===== config.mk =====
export PLATFORM = sky130hd
export DESIGN_NAME = tx_ring_framer
export DESIGN_NICKNAME = d
export VERILOG_FILES = /design/src/rtl/txf_pkg.sv /design/src/rtl/txf_outq.sv /design/src/rtl/txf_seq.sv /design/src/rtl/tx_ring_framer.sv
export SDC_FILE = /design/constraint.sdc
export NUM_CORES = 1
export LEC_CHECK = 0
export BUFFER_PORTS_ARGS = -buffer_cell sky130_fd_sc_hd__buf_2
export CORE_ASPECT_RATIO = 1.5
export CORE_MARGIN = 3
export CORE_UTILIZATION = 54
export CTS_CLUSTER_SIZE = 16
export DETAILED_ROUTE_END_ITERATION = 16
export HOLD_SLACK_MARGIN = 0.06
export PLACE_DENSITY = 0.77
export SETUP_SLACK_MARGIN = 0.5
export SLEW_MARGIN = 15
export SYNTH_ARGS = -nofsm -noshare
export SYNTH_HDL_FRONTEND = slang
export SYNTH_SLANG_ARGS = --single-unit

===== constraint.sdc =====
create_clock -name clk -period 3.66 [get_ports clk]
set_clock_uncertainty 0.15 [all_clocks]
set_input_delay 0.732 -clock clk [delete_from_list [all_inputs] [get_ports clk]]
set_output_delay 0.732 -clock clk [all_outputs]
set_load 0.02 [all_outputs]

===== src/rtl/txf_pkg.sv =====
package txf_pkg;

    // bytes of memory-side metadata leading each entry
    localparam int META_BYTES = 10;

    // marker codes carried with out_sym = 1
    localparam logic [7:0] SYM_NEW_HDR = 8'h01;
    localparam logic [7:0] SYM_PAYLOAD = 8'h02;

    typedef struct packed {
        logic       sym;
        logic [7:0] data;
    } item_t;

    typedef enum logic [2:0] {
        ST_IDLE,
        ST_META,
        ST_SYMH,
        ST_HDR,
        ST_SYMP,
        ST_PAY
    } fsm_e;

    // what the read issued last cycle will deliver
    typedef enum logic [2:0] {
        K_META,
        K_SYMH,
        K_SYMP,
        K_HDR,
        K_PAY
    } kind_e;

endpackage


===== src/rtl/txf_outq.sv =====
// Two-entry output queue with a credit rule that lets the sequencer
// issue a one-cycle-latency read every cycle without overrunning it.
module txf_outq
    import txf_pkg::*;
(
    input  logic       clk,
    input  logic       rst_n,
    input  logic       push_v,
    input  item_t      push_item,
    input  logic       inflight,
    input  logic       out_ready,
    output logic       out_valid,
    output logic [7:0] out_data,
    output logic       out_sym,
    output logic       room
);

    typedef struct packed {
        item_t      e0;
        item_t      e1;
        logic [1:0] occ;
    } oq_t;

    oq_t        st_d, st_q;
    logic       pop;
    logic [2:0] load;

    always_comb begin
        st_d = st_q;
        pop  = (st_q.occ != 2'd0) && out_ready;
        if (pop) begin
            st_d.e0  = st_q.e1;
            st_d.occ = st_q.occ - 2'd1;
        end
        if (push_v) begin
            if (st_d.occ == 2'd0) begin
                st_d.e0 = push_item;
            end else begin
                st_d.e1 = push_item;
            end
            st_d.occ = st_d.occ + 2'd1;
        end
        // a read issued now lands next cycle and needs a free slot then
        load = {1'b0, st_q.occ} + {2'b00, inflight};
        room = pop ? (load <= 3'd2) : (load <= 3'd1);
    end

    always_ff @(posedge clk or negedge rst_n) begin
        if (!rst_n) begin
            st_q <= '0;
        end else begin
            st_q <= st_d;
        end
    end

    assign out_valid = (st_q.occ != 2'd0);
    assign out_data  = st_q.e0.data;
    assign out_sym   = st_q.e0.sym;

endmodule


===== src/rtl/txf_seq.sv =====
// Entry sequencer: fetches metadata, then issues marker, header and
// payload items in link order, and advances the consumer cursor.
module txf_seq
    import txf_pkg::*;
#(
    parameter int RING_AW = 12,
    parameter int PAY_AW  = 48
) (
    input  logic               clk,
    input  logic               rst_n,
    input  logic [RING_AW:0]   prod_idx,
    input  logic               room,
    output logic               hdr_rd_en,
    output logic [RING_AW-1:0] hdr_rd_addr,
    input  logic [7:0]         hdr_rd_data,
    output logic               pay_rd_en,
    output logic [PAY_AW-1:0]  pay_rd_addr,
    input  logic [7:0]         pay_rd_data,
    output logic               push_v,
    output item_t              push_item,
    output logic               inflight,
    output logic [RING_AW:0]   cons_idx
);

    localparam int CW = RING_AW + 1;

    typedef struct packed {
        fsm_e          fsm;
        logic [15:0]   cnt;
        logic [CW-1:0] cons;
        logic [47:0]   paddr;
        logic [15:0]   psize;
        logic [15:0]   hlen;
        logic          pend_v;
        kind_e         pend_k;
        logic [3:0]    pend_idx;
    } seq_t;

    seq_t        st_d, st_q;
    logic [15:0] hdr_off;

    always_comb begin
        st_d        = st_q;
        st_d.pend_v = 1'b0;
        hdr_rd_en   = 1'b0;
        hdr_rd_addr = '0;
        pay_rd_en   = 1'b0;
        pay_rd_addr = '0;
        push_v      = 1'b0;
        push_item   = '0;
        hdr_off     = 16'(META_BYTES) + st_q.cnt;

        // data returned for last cycle's request
        if (st_q.pend_v) begin
            case (st_q.pend_k)
                K_META: begin
                    case (st_q.pend_idx)
                        4'd0:    st_d.paddr[7:0]   = hdr_rd_data;
                        4'd1:    st_d.paddr[15:8]  = hdr_rd_data;
                        4'd2:    st_d.paddr[23:16] = hdr_rd_data;
                        4'd3:    st_d.paddr[31:24] = hdr_rd_data;
                        4'd4:    st_d.paddr[39:32] = hdr_rd_data;
                        4'd5:    st_d.paddr[47:40] = hdr_rd_data;
                        4'd6:    st_d.psize[7:0]   = hdr_rd_data;
                        4'd7:    st_d.psize[15:8]  = hdr_rd_data;
                        4'd8:    st_d.hlen[7:0]    = hdr_rd_data;
                        4'd9:    st_d.hlen[15:8]   = hdr_rd_data;
                        default: ;
                    endcase
                end
                K_SYMH: begin
                    push_v    = 1'b1;
                    push_item = '{sym: 1'b1, data: SYM_NEW_HDR};
                end
                K_SYMP: begin
                    push_v    = 1'b1;
                    push_item = '{sym: 1'b1, data: SYM_PAYLOAD};
                end
                K_HDR: begin
                    push_v    = 1'b1;
                    push_item = '{sym: 1'b0, data: hdr_rd_data};
                end
                K_PAY: begin
                    push_v    = 1'b1;
                    push_item = '{sym: 1'b0, data: pay_rd_data};
                end
                default: ;
            endcase
        end

        case (st_q.fsm)
            ST_IDLE: begin
                if (prod_idx != st_q.cons) begin
                    st_d.fsm = ST_META;
                    st_d.cnt = '0;
                end
            end
            ST_META: begin
                hdr_rd_en     = 1'b1;
                hdr_rd_addr   = st_q.cons[RING_AW-1:0] + RING_AW'(st_q.cnt);
                st_d.pend_v   = 1'b1;
                st_d.pend_k   = K_META;
                st_d.pend_idx = st_q.cnt[3:0];
                if (st_q.cnt == 16'(META_BYTES - 1)) begin
                    st_d.fsm = ST_SYMH;
                    st_d.cnt = '0;
                end else begin
                    st_d.cnt = st_q.cnt + 16'd1;
                end
            end
            ST_SYMH: begin
                if (room) begin
                    st_d.pend_v = 1'b1;
                    st_d.pend_k = K_SYMH;
                    st_d.fsm    = ST_HDR;
                    st_d.cnt    = '0;
                end
            end
            ST_HDR: begin
                if (st_q.cnt == st_q.hlen) begin
                    st_d.fsm = ST_SYMP;
                end else if (room) begin
                    hdr_rd_en   = 1'b1;
                    hdr_rd_addr = st_q.cons[RING_AW-1:0] + RING_AW'(hdr_off);
                    st_d.pend_v = 1'b1;
                    st_d.pend_k = K_HDR;
                    st_d.cnt    = st_q.cnt + 16'd1;
                end
            end
            ST_SYMP: begin
                if (room) begin
                    st_d.pend_v = 1'b1;
                    st_d.pend_k = K_SYMP;
                    st_d.fsm    = ST_PAY;
                    st_d.cnt    = '0;
                end
            end
            ST_PAY: begin
                if (st_q.cnt == st_q.psize) begin
                    st_d.cons = st_q.cons + CW'(st_q.hlen) + CW'(META_BYTES);
                    st_d.fsm  = ST_IDLE;
                end else if (room) begin
                    pay_rd_en   = 1'b1;
                    pay_rd_addr = PAY_AW'(st_q.paddr + 48'(st_q.cnt));
                    st_d.pend_v = 1'b1;
                    st_d.pend_k = K_PAY;
                    st_d.cnt    = st_q.cnt + 16'd1;
                end
            end
            default: st_d.fsm = ST_IDLE;
        endcase
    end

    always_ff @(posedge clk or negedge rst_n) begin
        if (!rst_n) begin
            st_q <= '0;
        end else begin
            st_q <= st_d;
        end
    end

    assign inflight = st_q.pend_v && (st_q.pend_k != K_META);
    assign cons_idx = st_q.cons;

endmodule


===== src/rtl/tx_ring_framer.sv =====
module tx_ring_framer
    import txf_pkg::*;
#(
    parameter int RING_AW = 12,
    parameter int PAY_AW  = 48
) (
    input  logic               clk,
    input  logic               rst_n,
    input  logic [RING_AW:0]   prod_idx,
    output logic [RING_AW:0]   cons_idx,
    output logic               hdr_rd_en,
    output logic [RING_AW-1:0] hdr_rd_addr,
    input  logic [7:0]         hdr_rd_data,
    output logic               pay_rd_en,
    output logic [PAY_AW-1:0]  pay_rd_addr,
    input  logic [7:0]         pay_rd_data,
    output logic               out_valid,
    input  logic               out_ready,
    output logic [7:0]         out_data,
    output logic               out_sym
);

    logic  room;
    logic  push_v;
    item_t push_item;
    logic  inflight;

    txf_seq #(
        .RING_AW (RING_AW),
        .PAY_AW  (PAY_AW)
    ) u_seq (
        .clk         (clk),
        .rst_n       (rst_n),
        .prod_idx    (prod_idx),
        .room        (room),
        .hdr_rd_en   (hdr_rd_en),
        .hdr_rd_addr (hdr_rd_addr),
        .hdr_rd_data (hdr_rd_data),
        .pay_rd_en   (pay_rd_en),
        .pay_rd_addr (pay_rd_addr),
        .pay_rd_data (pay_rd_data),
        .push_v      (push_v),
        .push_item   (push_item),
        .inflight    (inflight),
        .cons_idx    (cons_idx)
    );

    txf_outq u_outq (
        .clk       (clk),
        .rst_n     (rst_n),
        .push_v    (push_v),
        .push_item (push_item),
        .inflight  (inflight),
        .out_ready (out_ready),
        .out_valid (out_valid),
        .out_data  (out_data),
        .out_sym   (out_sym),
        .room      (room)
    );

endmodule


# Word-level counts from Yosys, hierarchy flattened
# Index checks and enable logic that the tools add are counted.
[word_totals] register_bits=140 latch_bits=0 ram_bits=0 rom_bits=0 inputBits=32 output_inout_bits=85 wordCells=132 memories=0
[classes] addsub=10 multipliers=0 div=0 order_cmp=2 eq_ne=32 shifts=0 mux=40 bitwise_logic=1 reduce_logical=26
[ops] cell="48-bit 2-to-1 mux" count=3
[ops] cell="16-bit one-hot mux with 6 select lines" count=1
[ops] cell="16-bit 2-to-1 mux" count=4
[ops] cell="19-bit 2-to-1 mux" count=3
[ops] cell="48-bit by 16-bit adder with 48-bit output" count=1
[ops] cell="9-bit 2-to-1 mux" count=4
[ops] cell="9-bit one-hot mux with 4 select lines" count=1
[ops] cell="16-bit equality test" count=2
[ops] cell="3-bit AND reduction" count=10
[ops] cell="12-bit adder" count=2
[ops] cell="12-bit 2-to-1 mux" count=2
[ops] cell="4-bit 2-to-1 mux" count=6
[ops] cell="12-bit one-hot mux with 2 select lines" count=1
[ops] cell="20-bit 2-to-1 mux" count=1
[ops] cell="4-bit one-hot mux with 5 select lines" count=1
[ops] cell="3-bit one-hot mux with 6 select lines" count=1
[ops] cell="16-bit by 1-bit adder with 16-bit output, second input constant" count=1
[ops] cell="16-bit by 4-bit equality test with 1-bit output, second input constant" count=1
[ops] cell="4-bit by 3-bit equality test with 1-bit output, second input constant" count=4
[ops] cell="13-bit adder" count=1
[ops] cell="13-bit by 4-bit adder with 13-bit output, second input constant" count=1
[ops] cell="13-bit inequality test" count=1
[ops] cell="4-bit by 12-bit adder with 12-bit output, first input constant" count=1
[ops] cell="3-bit by 2-bit equality test with 1-bit output, second input constant" count=4
[ops] cell="other kinds (29)" count=54

# Longest topological paths before layout
# Gate-level depths: netlist (run 1).
[logic_depth] ltp_word=8 mapped_depth=14 ltp_nobuf=13

# By module
# From an unflattened synthesis (run 1), not the netlist that was laid out.
[hier_totals] hier_cells=1124 area_unflattened_um2=10799.1
[by_module_without_submodules] mod="txf_seq" instances=1 cells_each=1037 area_each_um2=9661.8 seq_area_each_um2=3002.9
[by_module_without_submodules] mod="txf_outq" instances=1 cells_each=87 area_each_um2=1137.3 seq_area_each_um2=500.5

# Worst setup path before layout (run 1)
# No wires, ideal clock.
[synth_timing] kind="register to output" startpoint="register u_seq.st_q[5] (netlist bit)" endpoint="output port pay_rd_addr[24]" arrival_ns=3.276 t_required_ns=2.778 path_slack_ns=-0.498 path_stages_with_launch=14 path_buffers=3 cell_sequence="dfrtp_1 -> clkbuf_1 -> or3_1 -> and2_1 -> ha_1 -> ha_1 -> nor2_1 -> a31oi_1 -> or3_1 -> clkbuf_1 -> inv_1 -> buf_2 -> nand2b_1 -> o41ai_1"
[synth_between] elab_chain_cells=8 word_cells_on_any_way=9 cone_classes="1 x add/sub; 2 x order compare; 4 x mux; 2 x reduce/logical"
[synth_rtl] element="from (decl)" line_no="txf_seq.sv:39" text="seq_t st_d, st_q;"
[synth_rtl] element="from (signal assigned)" line_no="txf_seq.sv:158" text="st_q <= st_d;"
[synth_rtl] element="3-bit nonzero test *" line_no="txf_seq.sv:162" text="assign inflight = st_q.pend_v && (st_q.pend_k != K_META);"
[synth_rtl] element="1-bit logical AND *" line_no="txf_seq.sv:162"
[synth_rtl] element="2-bit by 1-bit adder with 3-bit output *" line_no="txf_outq.sv:44" text="load = {1'b0, st_q.occ} + {2'b00, inflight};"
[synth_rtl] element="3-bit by 1-bit <= comparator with 1-bit output or 3-bit by 2-bit <= comparator with 1-bit output (tied branches)" line_no="txf_outq.sv:45" text="room = pop ? (load <= 3'd2) : (load <= 3'd1);"
[synth_rtl] element="1-bit 2-to-1 mux *" line_no="txf_outq.sv:45"
[synth_rtl] element="48-bit 2-to-1 mux *" line_no="txf_seq.sv:142" text="end else if (room) begin"
[synth_rtl] element="48-bit 2-to-1 mux *" line_no="txf_seq.sv:139" text="if (st_q.cnt == st_q.psize) begin"
[synth_rtl] element="48-bit 2-to-1 mux *" line_no="txf_seq.sv:91" text="case (st_q.fsm)"
[synth_rtl] element="to (decl)" line_no="tx_ring_framer.sv:15" text="output logic [PAY_AW-1:0] pay_rd_addr,"
# Every way passes the cells marked *; elsewhere a longest branch is shown, timed or not.

# Worst setup path after layout (run 1)
[layout_timing] startpoint="register u_seq.st_q[40] (netlist bit)" endpoint="output port pay_rd_addr[44]"
[layout_between] elab_chain_cells=4
[layout_rtl] element="48-bit by 16-bit adder with 48-bit output" line_no="txf_seq.sv:144" text="pay_rd_addr = PAY_AW'(st_q.paddr + 48'(st_q.cnt));"
[layout_rtl] element="48-bit 2-to-1 mux" line_no="txf_seq.sv:142"
[layout_rtl] element="48-bit 2-to-1 mux" line_no="txf_seq.sv:139"
[layout_rtl] element="48-bit 2-to-1 mux" line_no="txf_seq.sv:91"
# No other way between the ends.

==> results of run 1 <==
cell usage after synthesis (all sizes together) (7+ instances only):
| cell | n | share of area [%] |
|---|---|---|
| mux2 | 83 | 8.9 |
| o21a | 9 | 0.64 |
| and3 | 14 | 0.83 |
| dfrtp | 140 | 33 |
| a31oi | 12 | 0.72 |
| xnor2 | 71 | 5.9 |
| o311ai | 8 | 0.67 |
| a21oi | 52 | 2.5 |
| nor3 | 21 | 1.0 |
| nand3 | 23 | 1.1 |
| o21ai | 75 | 3.6 |
| nand2 | 93 | 3.3 |
| nor2 | 67 | 2.4 |
| ha | 68 | 8.1 |
| nand2b | 18 | 1.1 |
| nor4 | 8 | 0.74 |
| nand4 | 18 | 1.1 |
| a22oi | 7 | 0.50 |
| nor2b | 13 | 0.78 |
| or3 | 13 | 0.82 |
| inv | 55 | 2.0 |
| a21o | 16 | 1.1 |
| buf | 44 | 2.7 |
| and2 | 12 | 0.74 |
| o211ai | 9 | 0.64 |
| or4 | 8 | 0.57 |
| o41ai | 15 | 1.5 |
| o31ai | 13 | 0.93 |
| clkbuf | 40 | 1.4 |
| a211oi | 9 | 0.69 |
| xor2 | 29 | 2.4 |
| fa | 10 | 1.9 |
| o22ai | 11 | 0.66 |
final cells by class:
type | instances | share of cell area (%)
well taps | 252 | 2.01
clock buffers | 18 | 2.80
diodes | 5 | 0.0799
flip-flops and latches | 140 | 22.4
multi-input cells | 862 | 51.6
clock inverters | 14 | 0.783
repair buffers | 329 | 19.0
inverters | 55 | 1.35
cell families after synthesis:
| logic type | synth area share, % |
|---|---|
| buffers and inverters | 6.13 |
| DFF | 33.4 |
| adders and majority gates | 10.0 |
| AOI/OAI and AO/OA | 16.6 |
| muxes | 9.19 |
| and+or+nand+nor | 16.3 |
| xor gates and xnor gates | 8.35 |
stage by stage:
step / hold WS (ns) / std cells / instance area [sq um]
6_report: 0.163 / 1675 / 15700
5_1_grt: 0.210 / 1672 / 15700
4_1_cts: 0.204 / 1629 / 14800
3_5_place_dp: 0.351 / 1542 / 12800
3_3_place_gp: 0.343 / 1542 / 12800
2_1_floorplan: 0.286 / 1138 / 11400
routing by layer:
layer | wire length (um) | GRT usage (%) | share of wire, % | vias to the layer above
met5 | 0 | 0 | 0 | -
met4 | 6000 | 28.3 | 12 | 0
met3 | 5520 | 7.13 | 11 | 528
met2 | 23100 | 68.7 | 47 | 1089
met1 | 14800 | 38.4 | 30 | 5538
li1 | - | - | - | 4613
power breakdown:
group / total [W] / leakage [nW] / internal (W) / switching [W]
Combinational: 0.00529 / 4.86 / 0.00232 / 0.00297
Sequential: 0.00296 / 1.73 / 0.00215 / 0.000813
Clock: 0.00175 / 0.265 / 0.000911 / 0.000834
Total: 0.00999 / 6.85 / 0.00537 / 0.00462
registers in the layout, indices dropped and copies added (netlist names):
register and count:
u_seq.st_q 107, u_outq.out_sym 1, u_seq.cons_idx 13, u_outq.out_data 8, u_outq.st_q 11
what timing repair did:
| action | in CTS | in global routing |
|---|---|---|
| buffers inserted | 51 | 40 |
| cloned | 4 | 1 |
| gates resized for setup | 237 | 112 |
| pin swaps | 72 | 75 |
| setup endpoints to repair | 67 | 77 |
how the worst max path moves through the flow:
stage,from,end,slack [ns]
2_1_floorplan,u_seq.st_q[5]$_DFFE_PN0P_,pay_rd_addr[24],0.06
3_3_place_gp,u_seq.st_q[101]$_DFFE_PN0P_,pay_rd_addr[42],-0.25
3_5_place_dp,u_seq.st_q[40]$_DFFE_PN0P_,pay_rd_addr[42],-0.28
4_1_cts,u_seq.st_q[6]$_DFFE_PN0P_,pay_rd_addr[21],-0.41
5_1_grt,u_seq.st_q[106]$_DFFE_PN0P_,pay_rd_addr[37],-0.94
6_report,u_seq.st_q[40]$_DFFE_PN0P_,pay_rd_addr[44],-0.95
==> metrics, run 1 <==
Fmax 217 MHz; CTS Buf Count 17; post-synthesis cell count 1138; drt via density 7.03; final setup violating endpoints 62; R2R depth 11; H-tree depth 4; GPL Wtd Cong 0.955; post-synthesis sequential area ratio 33.4%; floorplan row count 61; Total GRT Usage 38.0%; commonest non-fill, non-tap cell in the layout buf_4; vias in the first global route 11.3k; min Tclk post-route 4.61 ns; Leakage 6.85 nW; main flop type after synthesis dfrtp_1; RR Startpoint u_seq.st_q[106]$_DFFE_PN0P_; Avg Cell Area, Syn 9.22 sq um; crit-path cells ha_4 > inv_2 > fa_2 > nor2b_4 > o21ai_2 > a21o_1 > a21oi_4 > buf_12 > buf_6 > a211oi_4 > buf_12 > buf_6 > o41ai_4 > buf_4; Hold/Removal Path Class in -> async; post-route ant nets 0; Core Footprint 18800 sq um; unrepaired setup endpoints after global routing true; Core Util, Final 83.4%; Setup TNS -29.89 ns; WP data required 2.78 ns; area of the multi-input gates 8080 sq um; die area 21200 sq um; Die Span Y 177 um; layout cells sized above 1 47.5%; Initial DRC Count 1594; Slowest Stage Delay on Critical Path 0.68 ns; Reg clk slew, reported paths 0.07 ns; Levels on crit path 14; first-pass GRT wire length 62300 um; Post-synth EDFFs 0; Die Wd 120 um; vias 11.8k; area grow syn2layout 49.3%; Worst R2R End u_seq.st_q[107]$_DFFE_PN0P_; clock sinks 140; # hold bufs at CTS 0; status complete, but fails checks; failing checks negative setup slack; Root Driver clkbuf_16; CP max-delay cell o41ai_4; maximum VDD drop 386 uV; DR DRC count 0; FF+latch count, synth 140; clock buffer depth 2; Fillers 936; Post-synth ARST share 100%; critical path buffer and inverter count 6; PnR Total Power 0.00999 W; final hold violations 0; CP top delay family compound AO/OA/AOI/OAI gates; Worst-Skew Late Latency 0.44 ns; CTS tree done; IO Count 117; commonest cells after routing, fill and taps aside buf_4, dfrtp_1, buf_6, nand2_1, mux2_2; Layout Nets 1515; synthesized area 10500 sq um; Reg2Reg Setup Slack 0.29 ns; critical path endpoint category primary output; detailed placement HPWL 23900 um; initial antenna violation count 5; Yosys cell types 76; final slew viol count 0; critical path type reg -> out; post-place setup slack -0.282 ns; WL final 49300 um; YS warnings 0; MaxCap Viol Count 0; Starting Density 55.9%; Wirelength per Cell 29.5 um; worst setup margin -0.949 ns; GR Overflow Total 0; Power Density 638 nW/um^2; worst slew pin tran 0.871 ns; crit path DAT 3.73 ns; post-route clock period utilization 126%; Port Buffers 116; post-synth net total 1248; max_slew headroom 41.8%; Critical Path Start Type register; FF/Latch Area 3510 sq um; Crit Path Max Fanout 6; largest net degree at the start of global routing 74; drt pass-1 iters 6
Power figures use the tool's default switching activity.
==> run 2: changes to the inputs <==
- CORE_UTILIZATION: 54 -> 45
- PLACE_DENSITY: 0.77 -> 0.66
==> run 2 against run 1 <==
The flow still finishes with violations (negative setup slack). Final area is 1.9% lower. Largest power group unchanged. Clock power is 5% lower. Sequential cell count stayed put.
==> metrics, run 2 (synthesis gave the netlist of run 1 again) <==
status complete, but fails checks; failing checks negative setup slack; Total GRT Usage 27.9%; min Tclk post-route 4.04 ns; floorplan row count 67; layout cells sized above 1 46.3%; Post-Layout Cell Count 1661; clock sinks 140; Initial DRC Count 651; maximum VDD drop 490 uV; Leakage 6.72 nW; max reg flops 107; critical path buffer and inverter count 4; Hold/Removal Path Class in -> async; ant diodes 0; Levels on crit path 12; H-tree depth 4; post-route clock period utilization 110%; commonest non-fill, non-tap cell in the layout buf_4; drt pass-1 iters 7; vias 9908; CTS tree done; drt via density 5.97; final hold violations 0; area grow syn2layout 46.4%; critical path endpoint category primary output; max_slew headroom 39.6%; detailed placement HPWL 24200 um; crit path DAT 3.16 ns; unrepaired setup endpoints after global routing true; post-route ant nets 0; Starting Density 46.4%; CTS Buf Count 17; WP data required 2.78 ns; DR DRC count 0; post-place setup slack -0.0989 ns; clock buffer depth 2; final slew viol count 0; CP top delay family compound AO/OA/AOI/OAI gates; Die Wd 131 um; IO Count 117; PnR Total Power 0.00914 W; cell area after layout 15400 sq um; initial antenna violation count 0; Wirelength per Cell 21.9 um; final setup violating endpoints 62; Critical Path Start Type register; Reg clk slew, reported paths 0.06 ns; GPL Wtd Cong 0.913; worst setup margin -0.379 ns; Fmax 248 MHz; WL final 36300 um; critical path type reg -> out; Most common cell on crit path buf_6; Root Driver clkbuf_16; vias in the first global route 10.2k; Core Util, Final 67.8%; Power Density 595 nW/um^2; Worst-Skew Late Latency 0.43 ns; largest net degree at the start of global routing 75; CP max-delay cell dfrtp_1; R2R depth 13; Largest Register u_seq.st_q; Layout Nets 1484; die area 25200 sq um; worst slew pin tran 0.901 ns; Crit Path Max Fanout 5; Core Footprint 22600 sq um; Die Span Y 193 um; crit-path cells buf_6 > ha_4 > a21o_1 > or3_4 > o221ai_4 > a2111oi_4 > buf_4 > buf_6 > o211ai_1 > xor2_1 > nor2_4 > buf_2; placed cell count 1547; first-pass GRT wire length 54500 um; GR Overflow Total 0; # hold bufs at CTS 0; Port Buffers 116; Slowest Stage Delay on Critical Path 0.41 ns; cell area after placement 12700 sq um; commonest cells after routing, fill and taps aside buf_4, dfrtp_1, buf_6, nand2_1, mux2_2; MaxCap Viol Count 0
-- run 2: worst register-to-register path, delay by kind of cell, from the launching register on --
kind            cells  cell delay [ns]
compound gates      4             0.86
simple gates        4             1.07
flops               1             0.37
fa+ha+maj           2             0.32
buf+inv             3             0.43
-- run 2: report_power, final --
part	total (W)	switching (W)	internal (W)
sequential	0.00280	0.000650	0.00215
combinational	0.00468	0.00246	0.00222
clock	0.00166	0.000659	0.00100
-- run 2: cell type report --
cell class	instances	area [sq um]
fillers	1674	7280
inverters	55	214
multi-input cells	861	8020
clock buffers	21	450
well taps	276	345
repair buffers	299	2710
clock inverters	9	97.6
flip-flops and latches	140	3520
-- run 2: worst paths after layout --
kind | start | endpoint | slack [ns]
min in group clk | u_outq.st_q[10]$_DFFE_PN0P_ | u_outq.st_q[10]$_DFFE_PN0P_ | 0.36
hold reg to reg | u_outq.st_q[10]$_DFFE_PN0P_ | u_outq.st_q[10]$_DFFE_PN0P_ | 0.36
setup reg to reg | u_seq.st_q[4]$_DFFE_PN0P_ | u_seq.st_q[109]$_DFFE_PN0P_ | 0.35
max in group asynchronous | rst_n | u_seq.cons_idx[6]$_DFFE_PN0P_ | 2.38
hold / removal | rst_n | u_seq.st_q[117]$_DFFE_PN0P_ | 0.17
setup / recovery | u_seq.st_q[106]$_DFFE_PN0P_ | pay_rd_addr[27] | -0.38
-- run 2: what timing repair did --
| action | 4_1_cts | 5_1_grt |
|---|---|---|
| buffers inserted | 50 | 28 |
| cloned | 5 | 1 |
| gates resized for setup | 228 | 108 |
| setup endpoints to repair | 75 | 78 |
| pin swaps | 73 | 72 |
-- run 2: routing by layer --
layer  vias up  share of wire (%)  global-route usage (%)  wire length, um
met5         -                  0                       0                0
met3       119                4.2                    3.80             1530
met1      4890                 37                    30.8            13400
li1       4534                  -                       -                -
met4         0                5.6                    14.8             2040
met2       365                 53                    51.0            19400
-- run 2: stage by stage --
step,TNS [ns],hold slack [ns]
global placement,-0.101,0.344
floorplan,0,0.286
global route,-20.79,0.206
CTS,-11.19,0.200
detailed placement,-0.0989,0.350
finish,-15.81,0.169
==> run 3: changes to the inputs <==
- SYNTH_HIERARCHICAL: not set -> 1
==> run 3 against run 2 <==
The flow still finishes with violations (negative setup slack). Area after synthesis grew 2.9%. Routed wire length shrank 8.0%. Synthesized cell count shrank 1.2%. Critical path type unchanged. Combinational power shrank 23%. Total power shrank 12%. Sequential share of layout area grew 0.52 points. First-iteration DRC count shrank 34%. Clock-buffer cell count is the same. Setup slack lost 0.17 ns. Fmax shrank 3.9%.
==> metrics, run 3 <==
floorplan row count 68; Layout Nets 1432; Flop pwr share 30.1%; Clk pwr share 24.9%; max_slew headroom 40.8%; post-synth top area share 32.4%; crit path DAT 3.32 ns; post-synthesis compound-gate area fraction 14.3%; commonest cells after routing, fill and taps aside dfrtp_1, buf_4, nand2_1, mux2_2, buf_6; critical path type reg -> out; final slew viol count 0; critical path endpoint category primary output; IO Count 117; Initial DRC Count 430; Switching Share 38.5%; Critical Path Sink pay_rd_addr[38]; Leakage 6.55 nW; RR Startpoint u_seq/st_q[4]$_DFFE_PN0P_; Crit. Startpoint u_seq/st_q[40]$_DFFE_PN0P_; drt pass-1 iters 5; worst setup margin -0.545 ns; post-route clock period utilization 115%; vias in the first global route 9753; cell area after placement 12300 sq um; layout cells sized above 1 44.8%; FF+latch count, synth 140; clock buffer depth 2; maximum VDD drop 484 uV; Root Driver clkbuf_16; ant diodes 0; MaxCap Viol Count 0; die area 25900 sq um; count leader, synth dfrtp_1; worst slew pin tran 0.882 ns; initial antenna violation count 0; R2R depth 18; Worst R2R End u_seq/st_q[110]$_DFFE_PN0P_; Setup TNS -12.86 ns; Internal 0.00493 W; dominant cell type by area after synthesis dfrtp_1; Port Buffers 116; Wirelength per Cell 20.3 um; Avg Cell Area, Syn 9.61 sq um; Worst-Skew Late Latency 0.42 ns; simple logic cell fraction of the synthesized area 16.9%; Die Wd 132 um; Fmax 238 MHz; final setup violating endpoints 53; unrepaired setup endpoints after global routing true; cell area after layout 15000 sq um; post-synthesis mux area share 12.1%; WL final 33400 um; post-synthesis cell count 1124; vias 9349; combinational family with the most area after synthesis simple AND/OR/NAND/NOR gates; largest net degree at the start of global routing 80; Reg2Reg Setup Slack 0.48 ns; worst hold path cell count 1; Post-synth EDFFs 0; Power Density 536 nW/um^2; Die Span Y 196 um; YS warnings 6; xor/xnor share of the synthesized area 8.03%; Total GRT Usage 25.2%; DR DRC count 0; CTS Buf Count 17; area grow syn2layout 38.7%; drt via density 5.67; Largest Register u_seq/st_q; clock sinks 140; worst hold path startpoint u_outq/st_q[2]$_DFFE_PN0P_; PnR Total Power 0.00802 W; GPL Wtd Cong 0.902; Hold/Removal Path Class reg -> reg; GR Overflow Total 0; Yosys cell types 88; post-route ant nets 0; Crit Path Max Fanout 14; WP data required 2.78 ns; Core Footprint 23300 sq um; WHS 0.365 ns; synthesized area 10800 sq um; Starting Density 46.3%; Adder-Cell Fraction of Synth Area 9.96%; Commonest cells post-synth dfrtp_1, nand2_1, mux2_2; CTS tree done; failing checks negative setup slack; ranking of synthesized cells by area dfrtp_1, mux2_2, ha_1; commonest non-fill, non-tap cell in the layout dfrtp_1; Post-synth ARST share 100%; post-synth net total 1236; post-synthesis sequential area ratio 32.4%; detailed placement HPWL 23000 um; Net Switching 0.00309 W; final hold violations 0; H-tree depth 4; Reg clk slew, reported paths 0.06 ns; status complete, but fails checks; Comb power frac 45.0%; max reg flops 107; first-pass GRT wire length 51800 um; main flop type after synthesis dfrtp_1; Critical Path Start Type register; min Tclk post-route 4.20 ns
==> run 3: cells by family after synthesis <==
group	count (synthesis)
AND/OR/NAND/NOR	343
flip-flops	140
adder cells (fa/ha/maj)	80
buffers and inverters	128
multiplexers	115
XOR/XNOR	99
AO/OA/AOI/OAI	219
==> run 3: per-stage QoR <==
stage          cells  utilization [%]  setup WS, ns
5_1_grt         1648             64.3        -0.735
6_report        1648             64.3        -0.545
4_1_cts         1620             61.5        -0.471
3_3_place_gp    1549             52.8       -0.0909
2_1_floorplan   1124                -         0.151
3_5_place_dp    1549             52.8        -0.113
==> run 3: how the worst min path moves through the flow <==
stage	endpoint	slack [ns]
after floorplan	u_outq/out_data[0]$_DFF_PN0_	0.29
after global placement	u_outq/st_q[2]$_DFFE_PN0P_	0.34
after detailed placement	u_outq/st_q[3]$_DFFE_PN0P_	0.35
after CTS	u_outq/st_q[2]$_DFFE_PN0P_	0.37
after global routing	u_seq/st_q[50]$_DFFE_PN0P_	0.37
final	u_outq/st_q[2]$_DFFE_PN0P_	0.36
==> run 3: repair_timing <==
action	4_1_cts	5_1_grt
pin swaps	64	59
hold buffers	1	0
cloned	5	0
gates resized for setup	233	83
buffers inserted	33	28
endpoints found under the setup margin	77	67
hold endpoints to repair	22	0
==> run 3: power groups by stage <==
stage	registers, W	clock network (W)	logic [W]
2_1_floorplan	0.00225	0	0.00227
3_3_place_gp	0.00236	0	0.00274
3_5_place_dp	0.00239	0	0.00280
4_1_cts	0.00238	0.00203	0.00314
5_1_grt	0.00247	0.00209	0.00389
6_report	0.00241	0.00200	0.00361
==> run 3: worst max-delay path, cell delays in order, from the launching register on <==
cell,delay (ns)
dfrtp_1,0.39
ha_2,0.21
inv_2,0.05
fa_2,0.17
and2b_1,0.20
o2111ai_2,0.21
a211o_1,0.23
a21oi_4,0.09
nor4_4,0.67
nor3_1,0.20
mux2_4,0.33
buf_2,0.16
==> run 3: cell type report <==
type / count / area [sq um]
fillers: 1852 / 8330
inverters: 49 / 190
multi-input cells: 856 / 7880
clock buffers: 21 / 470
flip-flops and latches: 140 / 3510
repair buffers: 255 / 2320
well taps: 315 / 394
clock inverters: 11 / 213
repair inverters: 1 / 7.51
==> run 3: layer usage <==
metal,GRT usage [%],up-vias,routed length [um]
li1,-,4359,-
met1,27.2,4658,12500
met2,48.1,270,18600
met3,3.93,62,1140
met4,10.8,0,1110
met5,0,-,0
